`config.mk`:
```
export PLATFORM = sky130hd
export DESIGN_NAME = chipsel_decoder
export DESIGN_NICKNAME = d
export VERILOG_FILES = /design/src/rtl/chipsel_pkg.sv /design/src/rtl/chipsel_overlay_ctrl.sv /design/src/rtl/chipsel_region_dec.sv /design/src/rtl/chipsel_decoder.sv
export SDC_FILE = /design/constraint.sdc
export NUM_CORES = 1
export LEC_CHECK = 0
export BUFFER_PORTS_ARGS = -buffer_cell sky130_fd_sc_hd__buf_2
export CORE_AREA = 2 2 39 41
export DETAILED_ROUTE_END_ITERATION = 8
export DIE_AREA = 0 0 41 43
export PLACE_DENSITY = 0.73
export REMOVE_ABC_BUFFERS = 1
export SLEW_MARGIN = 5
export SYNTH_ARGS = -nofsm -noshare
export SYNTH_HDL_FRONTEND = slang
export SYNTH_SLANG_ARGS = --single-unit
```
`constraint.sdc`:
```
create_clock -name clk -period 2 [get_ports clk]
set_input_delay 0.4 -clock clk [delete_from_list [all_inputs] [get_ports clk]]
set_output_delay 0.4 -clock clk [all_outputs]
set_load 0.02 [all_outputs]
```
`src/rtl/chipsel_pkg.sv`:
```
package chipsel_pkg;

  // Qualified strobes handed from the overlay control to the region decoder
  typedef struct packed {
    logic memAct;     // memory request alone is active
    logic ioAct;      // I/O request alone is active
    logic rdAct;      // read strobe active
    logic wrAct;      // write strobe active
    logic overlayOn;  // boot overlay: reads go to ROM
  } busStrobe_t;

endpackage

```
`src/rtl/chipsel_overlay_ctrl.sv`:
```
module chipsel_overlay_ctrl
  import chipsel_pkg::*;
#(
  parameter int unsigned IO_W = 8,
  parameter logic [IO_W-1:0] RELEASE_PORT = '1
) (
  input  logic            clk,
  input  logic            rstN,
  input  logic            memReqN,
  input  logic            ioReqN,
  input  logic            rdN,
  input  logic            wrN,
  input  logic [IO_W-1:0] ioAddr,
  output busStrobe_t      strobes
);

  logic overlayQ;
  logic memAct;
  logic ioAct;
  logic releaseHit;

  // A request counts only when the other space is idle; both at once is ignored
  assign memAct = !memReqN && ioReqN;
  assign ioAct  = !ioReqN && memReqN;

  assign releaseHit = ioAct && !wrN && (ioAddr == RELEASE_PORT);

  // Set by reset, cleared once by the release write, sticky until next reset
  always_ff @(posedge clk or negedge rstN) begin
    if (!rstN) begin
      overlayQ <= 1'b1;
    end else if (releaseHit) begin
      overlayQ <= 1'b0;
    end
  end

  always_comb begin
    strobes.memAct    = memAct;
    strobes.ioAct     = ioAct;
    strobes.rdAct     = !rdN;
    strobes.wrAct     = !wrN;
    strobes.overlayOn = overlayQ;
  end

endmodule

```
`src/rtl/chipsel_region_dec.sv`:
```
module chipsel_region_dec
  import chipsel_pkg::*;
#(
  parameter int unsigned HI_W        = 8,
  parameter int unsigned RAM_END_HI  = 8'hDF,
  parameter int unsigned ROM_BASE_HI = 8'hF0,
  parameter int unsigned NUM_WIN     = 8,
  parameter int unsigned IO_W        = 8,
  parameter int unsigned NUM_IO_GRP  = 8
) (
  input  busStrobe_t            strobes,
  input  logic [HI_W-1:0]       addrHi,
  input  logic [IO_W-1:0]       ioAddr,
  output logic                  ramSelN,
  output logic                  romSelN,
  output logic [NUM_WIN-1:0]    perSelN,
  output logic [NUM_IO_GRP-1:0] ioSelN
);

  localparam int unsigned PER_BASE_HI   = RAM_END_HI + 1;
  localparam int unsigned PAGES_PER_WIN = (ROM_BASE_HI - PER_BASE_HI) / NUM_WIN;
  localparam int unsigned WIN_SHIFT     = $clog2(PAGES_PER_WIN);
  localparam int unsigned GRP_W         = $clog2(NUM_IO_GRP);

  localparam logic [HI_W-1:0] RAM_END  = HI_W'(RAM_END_HI);
  localparam logic [HI_W-1:0] PER_BASE = HI_W'(PER_BASE_HI);
  localparam logic [HI_W-1:0] ROM_BASE = HI_W'(ROM_BASE_HI);

  logic            access;
  logic            readToRom;
  logic            ramHit;
  logic            romHit;
  logic            winHit;
  logic [HI_W-1:0] winOff;
  logic [HI_W-1:0] winIdx;
  logic [GRP_W-1:0] grpIdx;
  logic            memGo;
  logic            ioGo;

  assign access    = strobes.rdAct || strobes.wrAct;
  // While the overlay is on, reads are steered to ROM and masked elsewhere
  assign readToRom = strobes.overlayOn && strobes.rdAct;

  assign ramHit = (addrHi <= RAM_END);
  assign romHit = (addrHi >= ROM_BASE);
  assign winHit = !ramHit && !romHit;

  assign winOff = addrHi - PER_BASE;
  assign winIdx = winOff >> WIN_SHIFT;
  assign grpIdx = ioAddr[IO_W-1 -: GRP_W];

  assign memGo = strobes.memAct && access && !readToRom;
  assign ioGo  = strobes.ioAct && access;

  assign romSelN = !(strobes.memAct && strobes.rdAct && (romHit || strobes.overlayOn));
  assign ramSelN = !(memGo && ramHit);

  for (genvar w = 0; w < NUM_WIN; w++) begin : g_win
    assign perSelN[w] = !(memGo && winHit && (winIdx == HI_W'(w)));
  end

  for (genvar g = 0; g < NUM_IO_GRP; g++) begin : g_iogrp
    assign ioSelN[g] = !(ioGo && (grpIdx == GRP_W'(g)));
  end

endmodule

```
`src/rtl/chipsel_decoder.sv`:
```
module chipsel_decoder
  import chipsel_pkg::*;
#(
  parameter int unsigned HI_W        = 8,
  parameter int unsigned IO_W        = 8,
  parameter int unsigned RAM_END_HI  = 8'hDF,
  parameter int unsigned ROM_BASE_HI = 8'hF0,
  parameter int unsigned NUM_WIN     = 8,
  parameter int unsigned NUM_IO_GRP  = 8,
  parameter logic [IO_W-1:0] RELEASE_PORT = '1
) (
  input  logic                  clk,
  input  logic                  rstN,
  input  logic [HI_W-1:0]       addrHi,
  input  logic [IO_W-1:0]       ioAddr,
  input  logic                  memReqN,
  input  logic                  ioReqN,
  input  logic                  rdN,
  input  logic                  wrN,
  output logic                  ramSelN,
  output logic                  romSelN,
  output logic [NUM_WIN-1:0]    perSelN,
  output logic [NUM_IO_GRP-1:0] ioSelN
);

  busStrobe_t strobes;
  logic       overlayOn;

  assign overlayOn = strobes.overlayOn;

  chipsel_overlay_ctrl #(
    .IO_W         (IO_W),
    .RELEASE_PORT (RELEASE_PORT)
  ) u_ctrl (
    .clk     (clk),
    .rstN    (rstN),
    .memReqN (memReqN),
    .ioReqN  (ioReqN),
    .rdN     (rdN),
    .wrN     (wrN),
    .ioAddr  (ioAddr),
    .strobes (strobes)
  );

  chipsel_region_dec #(
    .HI_W        (HI_W),
    .RAM_END_HI  (RAM_END_HI),
    .ROM_BASE_HI (ROM_BASE_HI),
    .NUM_WIN     (NUM_WIN),
    .IO_W        (IO_W),
    .NUM_IO_GRP  (NUM_IO_GRP)
  ) u_dec (
    .strobes (strobes),
    .addrHi  (addrHi),
    .ioAddr  (ioAddr),
    .ramSelN (ramSelN),
    .romSelN (romSelN),
    .perSelN (perSelN),
    .ioSelN  (ioSelN)
  );

endmodule

```
==> out/results.ini <==
[synth]
syn_area_sq_um=309
synth_compound_area_frac=0.0567
ys_seq_area_frac=0.0850
synthMuxAreaShare=0.0445
synth_area_leader_cell=nand4b_1
synth.distinct_cells=19
synthAdderAreaFrac=0
ys_warn_count=0
synth_xor_area_frac=0
netlist.area_leader.share=0.255
synth.area.top_cells=nand4b_1 (26%), nand4_1 (16%), dfstp_2 (8.5%)
ys_ff_latch=1
synthSimpleGateAreaFrac=0.785
avgSynthCellArea_sq_um=8.35
synthCells=37
synth_top_family_by_area=simple AND/OR/NAND/NOR gates

[timing]
fin_skew_ps=0
max_freq_mhz=588
hold_viol_final=0
max-slew-margin-rel=0.690
setup_violations=0
final_max_slew_viol_count=0
worst_pin_slew_ps=456
setup_tns_ps=0
period_needed_ps=1700
rsz0062_at_grt=false
fin_crit_sh=0.851

[clock_tree]
cts.reportedPaths.clkPinSlew_ps=0
cts_setup_buffers=0
clock_latency_ps=0
ctsResizeCount=0
postCtsHoldBufs=0

[cells_and_area]
multi_input_area_sq_um=274
drive_gt1_frac=0.600
final_area_sq_um=522
largest_reg_flops=1
nFillCells=158
reg.largest.list=u_ctrl.overlayQ: 1 flops
regMostFlops=u_ctrl.overlayQ
diodes=0
seqCellArea_sq_um=26.3
syn2layout_area_growth_pct=68.8
nNetsFinal=99

[grt]
grt_pass1_vias=340
grt-ovfl-total=0
track_usage=0.0881
grt_pass1_wl_um=1210
grt_max_degree=10
antenna_found_initial=0

[setup_path]
cp-start-kind=input port
cp.arrival_ps=1300
rr_worst_depth=2
required_ps=1600
worst-setup-path-type=in2out
cp-end-kind=primary output
r2r-end=u_ctrl.overlayQ
crit_fanout=9
regToRegSetupSlack_ps=1200
r2r-start=u_ctrl.overlayQ

[power]
p_leak_nw=0.205
p_per_area_nw_per_um2=167
ir_drop_v=0.000122

[drt]
dr_wl_met3_um=114
routed_wl_um=913
top_layer_used=met3
first_iter_violations=3
antenna_left=0
vias=467
met1_length_um=360
wl_per_cell_um=10.0
drc=0
viasPerCell=5.13
drt_first_pass_iters=3
dr_wl_met2_um=438

[hold_path]
hold_path.class=in2async

[floorplan]
die_area_sq_um=1760
die_x_um=41
ios=40
start_util=0.223
num_rows=14
core-area_sq_um=1380
die_h_um=43

[placed_design]
placed_cell_area_sq_um=522
place.gp.congestion=0.634
io_buffers=38
dp.final_hpwl_um=811

[job]
cap_violations=0

[status]
outcome=finished, final reports clean

[worst max-delay path by stage]
stage	from	endpoint	slack, ps
finish	rdN	perSelN[4]	300
global route	rdN	perSelN[1]	230
CTS	rdN	perSelN[4]	310
detailed placement	rdN	perSelN[4]	310
global placement	memReqN	perSelN[5]	350
floorplan	u_ctrl.overlayQ	romSelN	450
[metrics by stage]
step	setup slack, ps	utilization	instances	hold slack (ps)	total power (W)
global route	233	0.377	91	341	0.0000935
finish	299	0.377	91	335	0.0000874
floorplan	451	-	36	252	0.0000508
CTS	306	0.377	91	339	0.0000878
global placement	354	0.377	91	335	0.0000857
detailed placement	306	0.377	91	338	0.0000875
[where the power goes]
part	total (W)	leakage (nW)	internal, W	switching (W)
Sequential	0.0000221	0.0105	0.0000216	0.000000537
Combinational	0.0000652	0.194	0.0000306	0.0000346
Clock	0	0	0	0
Total	0.0000874	0.205	0.0000522	0.0000351
[critical path: stages]
cell,delay [ps]
buf_2,110
mux2i_2,440
nand4b_1,150
buf_2,190
[placed cells by master, fill, tap and decap left out]
cell	count
inv_1	1
and4_1	1
a41oi_1	2
buf_2	38
buf_4	1
and2_1	1
and4_2	1
and4bb_2	1
dfstp_2	1
nand4_1	8
nand2_1	1
and3b_1	1
and4b_2	1
nor4b_2	1
nand3_1	1
nor2_1	1
nor2b_1	3
mux2i_2	1
nand4b_1	9
or4b_1	1
[cell type report]
class	instances	share of cell area
repair buffers	39	0.379
flip-flops and latches	1	0.0504
multi-input cells	34	0.525
inverters	1	0.00719
well taps	16	0.0384
[cell usage after synthesis]
master / instances
nor4b_2: 1
and4_2: 1
a41oi_1: 2
buf_2: 1
and4b_2: 1
nand4b_1: 9
dfstp_2: 1
inv_1: 1
and4bb_2: 1
nand3_1: 1
mux2i_2: 1
or4b_1: 1
and2_1: 1
and4_1: 1
nor2_1: 1
nor2b_1: 3
nand2_1: 1
and3b_1: 1
nand4_1: 8
[layer usage]
layer	global-route usage	vias up
met5	0	-
met4	0	0
met3	0.0105	0
met2	0.175	24
met1	0.0955	201
li1	-	242
[cells by family after synthesis]
group / Yosys count
buf+inv: 2
compound gates: 2
flops: 1
mux: 1
simple gates: 31
Note: power is estimated with default switching activity, not from simulation.
